File: config.mk
export PLATFORM = sky130hd
export DESIGN_NAME = cdl_analyzer
export DESIGN_NICKNAME = d
export VERILOG_FILES = /design/src/rtl/cdl_pkg.sv /design/src/rtl/cdl_ram.sv /design/src/rtl/cdl_bin_eval.sv /design/src/rtl/cdl_analyzer.sv
export SDC_FILE = /design/constraint.sdc
export NUM_CORES = 2
export LEC_CHECK = 0
export BUFFER_PORTS_ARGS = -buffer_cell sky130_fd_sc_hd__buf_2
export CAP_MARGIN = 20
export CORE_MARGIN = 2
export CORE_UTILIZATION = 35
export CTS_CLUSTER_DIAMETER = 100
export DETAILED_ROUTE_END_ITERATION = 7
export SLEW_MARGIN = 40
export SYNTH_ARGS = -nofsm -noshare
export SYNTH_HDL_FRONTEND = slang
export SYNTH_SLANG_ARGS = --single-unit
File: constraint.sdc
create_clock -name clk -period 105.5 [get_ports clk]
set_input_delay 15.825 -clock clk [delete_from_list [all_inputs] [get_ports clk]]
set_output_delay 15.825 -clock clk [all_outputs]
set_load 0.005 [all_outputs]
File: src/rtl/cdl_pkg.sv
package cdl_pkg;
  typedef enum logic [2:0] {
    ST_IDLE,
    ST_CLEAR,
    ST_COLLECT,
    ST_SCAN,
    ST_FINISH
  } cdl_state_e;
endpackage

File: src/rtl/cdl_ram.sv
module cdl_ram #(
  parameter int AW = 6,
  parameter int DW = 16,
  localparam int DEPTH = 1 << AW
) (
  input  logic          clk,
  input  logic          we,
  input  logic [AW-1:0] waddr,
  input  logic [DW-1:0] wdata,
  input  logic [AW-1:0] raddr,
  output logic [DW-1:0] rdata
);
  logic [DW-1:0] mem [DEPTH];

  always_ff @(posedge clk) begin
    if (we) mem[waddr] <= wdata;
    rdata <= mem[raddr];
  end
endmodule

File: src/rtl/cdl_bin_eval.sv
module cdl_bin_eval #(
  parameter int CODE_W = 6,
  parameter int CNT_W  = 16,
  parameter int SAMP_W = 20,
  parameter int FRAC   = 8,
  localparam int DW  = CODE_W + FRAC + 2,
  localparam int QW  = CNT_W + CODE_W + FRAC,
  localparam int DVW = (QW > SAMP_W) ? QW : SAMP_W
) (
  input  logic                 clk,
  input  logic                 rst,
  input  logic                 clr,
  input  logic                 in_valid,
  input  logic [CNT_W-1:0]     in_count,
  input  logic [SAMP_W-1:0]    total,
  output logic signed [DW-1:0] dnl_o,
  output logic signed [DW-1:0] inl_o,
  output logic [DW-1:0]        dnl_max,
  output logic [DW-1:0]        inl_max
);
  localparam logic signed [DW-1:0] ONE = DW'(1 << FRAC);

  logic [DVW-1:0]        num, quot;
  logic signed [DW-1:0]  acc;
  logic [DW-1:0]         dnl_mag, inl_mag;

  function automatic logic [DW-1:0] mag(input logic signed [DW-1:0] v);
    return v[DW-1] ? DW'(-v) : DW'(v);
  endfunction

  always_comb begin
    num     = DVW'(in_count) << (CODE_W + FRAC);
    quot    = num / DVW'(total);
    dnl_o   = $signed(quot[DW-1:0]) - ONE;
    inl_o   = acc + dnl_o;
    dnl_mag = mag(dnl_o);
    inl_mag = mag(inl_o);
  end

  always_ff @(posedge clk) begin
    if (rst || clr) begin
      acc     <= '0;
      dnl_max <= '0;
      inl_max <= '0;
    end else if (in_valid) begin
      acc <= inl_o;
      if (dnl_mag > dnl_max) dnl_max <= dnl_mag;
      if (inl_mag > inl_max) inl_max <= inl_mag;
    end
  end


  max_mono_chk: assert property (@(posedge clk) disable iff (rst)
    in_valid |=> (dnl_max >= $past(dnl_max)) && (inl_max >= $past(inl_max)));
endmodule

File: src/rtl/cdl_analyzer.sv
module cdl_analyzer
  import cdl_pkg::*;
#(
  parameter int CODE_W = 6,
  parameter int CNT_W  = 16,
  parameter int SAMP_W = 20,
  parameter int FRAC   = 8,
  localparam int DW    = CODE_W + FRAC + 2,
  localparam int NBINS = 1 << CODE_W
) (
  input  logic              clk,
  input  logic              rst,
  input  logic              start,
  input  logic              code_valid,
  input  logic [CODE_W-1:0] code,
  input  logic [SAMP_W-1:0] target,
  input  logic [CODE_W-1:0] rd_addr,
  output logic [CNT_W-1:0]  rd_count,
  output logic [DW-1:0]     rd_dnl,
  output logic [DW-1:0]     rd_inl,
  output logic              busy,
  output logic              done,
  output logic              sat,
  output logic [DW-1:0]     dnl_max_abs,
  output logic [DW-1:0]     inl_max_abs
);
  localparam logic [CODE_W-1:0] LAST = CODE_W'(NBINS - 1);

  cdl_state_e          state;
  logic [CODE_W-1:0]   idx, a1, a2, lw_a, p_idx;
  logic                v1, v2, lw_v, p_valid, take;
  logic [SAMP_W-1:0]   accepted;
  logic [CNT_W-1:0]    lw_d, h_q, base, inc_val;
  logic                h_we, base_full;
  logic [CODE_W-1:0]   h_waddr, h_raddr;
  logic [CNT_W-1:0]    h_wdata;
  logic signed [DW-1:0] dnl_w, inl_w;

  assign take = (state == ST_COLLECT) && code_valid && (accepted != target);
  assign busy = (state != ST_IDLE);

  // read-modify-write with one level of forwarding for back-to-back codes
  always_comb begin
    base      = (lw_v && lw_a == a2) ? lw_d : h_q;
    base_full = &base;
    inc_val   = base_full ? base : base + 1'b1;
    if (state == ST_CLEAR) begin
      h_we = 1'b1; h_waddr = idx; h_wdata = '0;
    end else begin
      h_we = v2;   h_waddr = a2;  h_wdata = inc_val;
    end
    case (state)
      ST_SCAN:    h_raddr = idx;
      ST_COLLECT: h_raddr = a1;
      default:    h_raddr = rd_addr;
    endcase
  end

  cdl_ram #(.AW(CODE_W), .DW(CNT_W)) u_hist (
    .clk(clk), .we(h_we), .waddr(h_waddr), .wdata(h_wdata),
    .raddr(h_raddr), .rdata(h_q));

  cdl_bin_eval #(.CODE_W(CODE_W), .CNT_W(CNT_W), .SAMP_W(SAMP_W), .FRAC(FRAC)) u_eval (
    .clk(clk), .rst(rst), .clr(state == ST_IDLE && start),
    .in_valid(p_valid), .in_count(h_q), .total(target),
    .dnl_o(dnl_w), .inl_o(inl_w), .dnl_max(dnl_max_abs), .inl_max(inl_max_abs));

  cdl_ram #(.AW(CODE_W), .DW(DW)) u_dnl (
    .clk(clk), .we(p_valid), .waddr(p_idx), .wdata(dnl_w),
    .raddr(rd_addr), .rdata(rd_dnl));

  cdl_ram #(.AW(CODE_W), .DW(DW)) u_inl (
    .clk(clk), .we(p_valid), .waddr(p_idx), .wdata(inl_w),
    .raddr(rd_addr), .rdata(rd_inl));

  assign rd_count = h_q;

  always_ff @(posedge clk) begin
    if (rst) begin
      state <= ST_IDLE; idx <= '0; accepted <= '0;
      v1 <= 1'b0; v2 <= 1'b0; lw_v <= 1'b0; p_valid <= 1'b0;
      a1 <= '0; a2 <= '0; lw_a <= '0; lw_d <= '0; p_idx <= '0;
      done <= 1'b0; sat <= 1'b0;
    end else begin
      v1 <= take;   a1 <= code;
      v2 <= v1;     a2 <= a1;
      lw_v <= v2;   lw_a <= a2;  lw_d <= inc_val;
      p_valid <= (state == ST_SCAN);
      p_idx   <= idx;
      done    <= (state == ST_FINISH);
      if (v2 && base_full) sat <= 1'b1;
      case (state)
        ST_IDLE: if (start) begin
          state <= ST_CLEAR; idx <= '0; accepted <= '0; sat <= 1'b0;
        end
        ST_CLEAR: begin
          idx <= idx + 1'b1;
          if (idx == LAST) state <= ST_COLLECT;
        end
        ST_COLLECT: begin
          if (take) accepted <= accepted + 1'b1;
          if (accepted == target && !v1 && !v2) begin
            state <= ST_SCAN; idx <= '0;
          end
        end
        ST_SCAN: begin
          idx <= idx + 1'b1;
          if (idx == LAST) state <= ST_FINISH;
        end
        ST_FINISH: state <= ST_IDLE;
        default:   state <= ST_IDLE;
      endcase
    end
  end


  done_pulse_chk: assert property (@(posedge clk) disable iff (rst) done |=> !done);

  busy_fall_chk: assert property (@(posedge clk) disable iff (rst) $fell(busy) |-> done);

  sat_hold_chk: assert property (@(posedge clk) disable iff (rst) (busy && sat) |=> sat);

  no_overrun_chk: assert property (@(posedge clk) disable iff (rst) busy |-> accepted <= target);

  target_nonzero_chk: assert property (@(posedge clk) disable iff (rst)
    (start && !busy) |-> target != '0);
endmodule

* Word level (Yosys, flattened, before mapping) *
Memory sizes are Yosys's and may differ from the RTL's. A register that Yosys moved wholly into a read port is not among the register bits.
Cells that the tools add are included.

operators by class
  add/sub/neg operators = 7
  $mul = 0
  div/mod/pow operators = 1
  order comparisons = 2
  equal/unequal tests = 13
  shift-type cells = 0
  muxes and demuxes = 26
  bitwise gates (word level) = 0
  reduce and logical (&&, ||, !) cells = 21

operators with widths
  kind                      count
  $mux W16                  5
  $mux W20                  2
  $pmux W20 S2              1
  $gt A16 B16 Y1            2
  $neg A16 Y16              2
  $div A30 B20 Y30          1
  $add A20 B1 Y20 const B   1
  $eq A20 B20 Y1            1
  $ne A20 B20 Y1            1
  $mux W6                   3
  $pmux W6 S3               1
  $add A16 B1 Y16 const B   1
  $add A16 B16 Y16          1
  $reduce_and A16 Y1        1
  $sub A16 B10 Y16 const B  1
  $mux W3                   4
  $pmux W3 S4               1
  $pmux W6 S2               1
  $mux W1                   8
  $logic_and A1 B1 Y1       7
  $add A6 B1 Y6 const B     1
  $eq A3 B2 Y1 const B      2
  $eq A6 B6 Y1              1
  $eq A6 B6 Y1 const B      1
  13 further kinds          20

storage, ports and cells
  register bits after elaboration = 123
  bits in latches = 0
  bits in writable memories = 3072
  ROM bits = 0
  bits of input ports = 36
  output and inout bits = 83
  logic and storage cells = 90
  memories kept = 3

memory list
  name        depth  width  rd ports  clocked after Yosys merged registers in  wr ports  RTL line       text
  u_dnl.mem   64     16     1         1                                        1         cdl_ram.sv:13  logic [DW-1:0] mem [DEPTH];
  u_hist.mem  64     16     1         1                                        1         cdl_ram.sv:13
  u_inl.mem   64     16     1         1                                        1         cdl_ram.sv:13

* Longest topological paths before layout *
  depth after elaboration = 8
  mapped depth = 419
  mapped depth without buffers = 390

* By module *
From an unflattened synthesis, not the netlist that was laid out.

second synthesis, totals
  cell total of the unflattened synthesis = 9954
  area total of the unflattened synthesis = 152172.2 µm²

modules (own cells, without submodules)
  module        instances  cells each  area each (µm²)  seq. area each (µm²)
  cdl_ram       3          1829        40042.2          31069.8
  cdl_bin_eval  1          3954        27739.1          960.9
  cdl_analyzer  1          513         4306.6           1501.4

* Worst setup path before layout *
No wires, ideal clock.

  path type = input -> register
  start = input port target[0]
  end = register u_eval.inl_max[11]
  library setup time = 128 ps
  arrival = 100982 ps
  data required time = 105372 ps
  setup slack = 4391 ps
  cell stages on the path = 376
  buffers on the path = 45
  cells stage by stage = clkbuf_1 > clkbuf_1 > inv_1 > clkbuf_1 > clkbuf_1 > ha_1 > a41oi_1 > a21oi_1 > ha_1 > o21a_1 > o211ai_1 > nor4_4 > mux2i_1 > ha_1 > o21ai_0 > a21o_1 > nor2_1 > mux2i_1 > [... 340 more ...] > a21oi_1 > o21bai_1 > a21oi_1 > o21bai_1 > a21oi_1 > o21bai_1 > xor2_1 > nand2b_1 > o21ai_0 > xnor2_1 > ha_1 > nand4_1 > nor3_1 > a2111oi_0 > nor2_1 > buf_1 > mux2i_1 > nor2_1

between the ends
  longest elaborated chain between the ends = 7

RTL lines
  element                             RTL line            text
  start, declared                     cdl_analyzer.sv:16  input logic [SAMP_W-1:0] target,
  $div A30 B20 Y30                    cdl_bin_eval.sv:33  quot = num / DVW'(total);
  $sub A16 B10 Y16                    cdl_bin_eval.sv:34  dnl_o = $signed(quot[DW-1:0]) - ONE;
  via dnl_w[8]                        cdl_analyzer.sv:37  logic signed [DW-1:0] dnl_w, inl_w;
  $add A16 B16 Y16                    cdl_bin_eval.sv:35  inl_o = acc + dnl_o;
  via inl_w[12]                       cdl_analyzer.sv:37
  $neg A16 Y16                        cdl_bin_eval.sv:28  return v[DW-1] ? DW'(-v) : DW'(v);
  $mux W16                            cdl_bin_eval.sv:28
  via u_eval.inl_mag[14]              cdl_bin_eval.sv:25  logic [DW-1:0] dnl_mag, inl_mag;
  $gt A16 B16 Y1                      cdl_bin_eval.sv:48  if (inl_mag > inl_max) inl_max <= inl_mag;
  $reduce_and A2 Y1 (no source line)  n/a
  end signal, assigned                cdl_bin_eval.sv:48
  end, declared                       cdl_bin_eval.sv:19  output logic [DW-1:0] inl_max

The timed path passes the listed nets, and every way through them passes these cells.
A chain may end at the register's enable or synchronous reset.

* Final worst setup path *
  start = input port target[11]
  end = register u_eval.inl_max[11]

between the ends
  longest elaborated chain between the ends = 7

RTL lines
  element                               RTL line
  $div A30 B20 Y30 *                    cdl_bin_eval.sv:33
  $sub A16 B10 Y16 *                    cdl_bin_eval.sv:34
  via dnl_w[0]                          cdl_analyzer.sv:37
  $add A16 B16 Y16 *                    cdl_bin_eval.sv:35
  $neg A16 Y16                          cdl_bin_eval.sv:28
  $mux W16 *                            cdl_bin_eval.sv:28
  via u_eval.inl_mag[1]                 cdl_bin_eval.sv:25
  $gt A16 B16 Y1 *                      cdl_bin_eval.sv:48
  $reduce_and A2 Y1 (no source line) *  n/a

Mark *: on every way through the listed nets, which the timed path passes. The rest lies on a longest branch.

==> run_results.csv <==
group,metric,value,unit
synthesis,synthTopCellsByCount,"edfxtp_1 (3072), mux4_2 (928), nor2_1 (638), ha_1 (451), a21oi_1 (450)",
sta,fmax,10.0,MHz
detailed_routing,drc_errors,0,
global_route,antenna_found_initial,27,
sta,holdWs,471,ps
global_route,grt_max_degree,134,
layout,finalInstanceArea,0.170,sq mm
layout,syn2layout_area_growth,13.9,%
synthesis,yosys-top-cells-area,"edfxtp_1 (62%), mux4_2 (14%), ha_1 (3.8%)",
placement,dpl.hpwl,262000,um
floorplanning,chipHeight,658,um
global_route,grt_pass1_wl,623000,um
synthesis,post-synth-top-area-cell,"edfxtp_1",
clocking,clockBufferDepth,4,
floorplanning,start_util,35.1,%
detailed_routing,drt_iter0_drc,9250,
sta,setup_viol,0,
global_route,grt_overflow,0,
layout,fin_nets,10116,
synthesis,syn_avg_cell_area,16.2,sq um
synthesis,yosysMostFrequentCell,"edfxtp_1",
critical_path,crit_slowest_cell,"or4b_2",
floorplanning,io_pins,119,
synthesis,synthArstFlopShare,0,%
detailed_routing,vias,88476,
placement,port_buffers,118,
synthesis,ys_seq_area_share,63.9,%
sta,tightest_slew,864,ps
synthesis,syn-num-nets,9732,
global_route,grt_pass1_vias,88962,
detailed_routing,drt-total-wl,434000,um
clocking,cts_made_buffers,331,
critical_path,cp-end-kind,"register",
synthesis,synth-seq-cells,3243,
critical_path,r2r-start,"u_hist.rdata[15]$_DFF_P_",
critical_path,crit_path_max_incr_delay,610,ps
detailed_routing,firstDrtPassIters,6,
layout,multi_input_area,0.0529,sq mm
placement,gp_congestion,0.909,
critical_path,critPathKind,"primary input to register",
synthesis,synth.top_cell.area_share,61.7,%
critical_path,reg2reg_slack,21090,ps
flow_run,cap_violations,0,
synthesis,synth_cell_types,106,
critical_path,worstSetupStartpoint,"target[11]",
clocking,cts_max_level,5,
synthesis,synth_cells,9243,
clocking,clk_pin_slew,60,ps
clocking,clock_latency,940,ps
detailed_routing,wire_per_inst,27.8,um
layout,fillers,38514,
sta,max_slew_margin,40.9,%
outcome,outcome,"finished, final reports clean",
global_route,grtUsageTotal,19.5,%
detailed_routing,ant_nets,0,
synthesis,synth_flop_cell,"edfxtp_1",
synthesis,synth_edf_count,3072,
synthesis,yosys_warnings,0,
critical_path,arrival,100320,ps
floorplanning,core_area,0.426,sq mm
layout,seq_area,0.0957,sq mm
sta,fin_worst_skew,102,ps
layout,stdcell_count,15597,
detailed_routing,drt-vias-per-instance,5.67,
layout,final_util,40.0,%
placement,placed_cell_area,0.159,sq mm
floorplanning,dieArea,0.433,sq mm
sta,post-route-period-util,94.3,%
critical_path,crit_path_max_fanout,71,
critical_path,cp-start-kind,"primary input",
sta,finalCriticalPeriod,99530,ps
hold_path,worstHoldPathType,"register to register",
clocking,cts_root_buf,"clkbuf_16",
synthesis,syn-cell-area,0.150,sq mm
critical_path,required,106290,ps
clocking,cts_tree,"done",
clocking,cts.sinks,3243,
sta,hold_viol,0,
layout,drive_gt1_share,22.2,%
floorplanning,die_x,658,um
hold_path,hp-start,"v1$_SDFF_PP0_",
sta,drv_slew,0,
placement,dp.cells,14953,
floorplanning,fp-row-count,240,
==> cells by family after synthesis <==
group / synth area share, %
AO/OA/AOI/OAI: 7.15
XOR/XNOR: 2.10
adder cells (fa/ha/maj): 3.80
buffers and inverters: 1.54
flip-flops: 63.9
multiplexers: 15.7
AND/OR/NAND/NOR: 5.76
==> repair_timing <==
item / CTS / global route
gates resized for setup: 0 / 66
hold buffers: 0 / 0
buffers inserted: 0 / 8
setup endpoints to repair: 0 / 1136
==> through the flow <==
stage	TNS, ps	worst slack (ps)
2_1_floorplan	0	4390
3_3_place_gp	0	1230
3_5_place_dp	0	48.3
4_1_cts	0	620
5_1_grt	-1550	-131
6_report	0	5970
==> cells in the final DEF, fill, tap and decap left out, types with 68 or more instances in the layout <==
master and count:
a21oi_1 440, buf_4 268, a211oi_1 148, nor2b_1 133, mux2_2 93, nor2_4 88
clkbuf_1 84, o21a_1 135, nor3_1 117, a21o_1 170, dfxtp_1 170, buf_2 114
nand3_1 122, nor2_1 547, mux4_2 928, o21ai_0 231, clkbuf_16 338, nand2_1 381
xnor2_1 208, nand2b_1 68, xor2_1 133, mux2i_1 150, edfxtp_1 3072, inv_1 204
ha_1 449
==> sequential cells by signal, summed over array words and instances, names as in the netlist, 20 cells and up <==
name / count
u_hist.mem: 1024
u_inl.mem: 1024
u_dnl.mem: 1024
accepted: 20
==> layer usage <==
metal	wire, um	global-route usage [%]	up-vias
li1	-	-	38046
met1	182000	26.8	46384
met2	208000	32.1	3375
met3	28400	2.46	669
met4	15400	6.64	2
met5	13	0	-
==> cell type report <==
| type | count | area share, % |
|---|---|---|
| clock buffers | 438 | 5.28 |
| repair inverters | 1 | 0.00441 |
| well taps | 5687 | 4.18 |
| clock inverters | 167 | 0.819 |
| diodes | 11 | 0.0162 |
| flip-flops and latches | 3243 | 56.2 |
| multi-input cells | 5394 | 31.1 |
| repair buffers | 439 | 2.01 |
| inverters | 217 | 0.485 |
==> critical path, delay by kind of cell <==
family | cells | cell delay, ps
AO/OA/AOI/OAI | 229 | 50300
adder cells (fa/ha/maj) | 31 | 9870
buffers and inverters | 25 | 5330
multiplexers | 9 | 2540
AND/OR/NAND/NOR | 77 | 15900
XOR/XNOR | 2 | 310
==> path summary, 6_finish.rpt <==
kind	to	depth (start not counted)
worst min register to register	v2$_SDFF_PP0_	1
worst max register to register	u_eval.inl_max[11]$_SDFFE_PP0P_	373
worst min-delay path	v2$_SDFF_PP0_	1
worst max-delay path	u_eval.inl_max[11]$_SDFFE_PP0P_	373
Power is not shown: default switching activity piles up to over one toggle a cycle in this logic, so the estimate is an artifact.
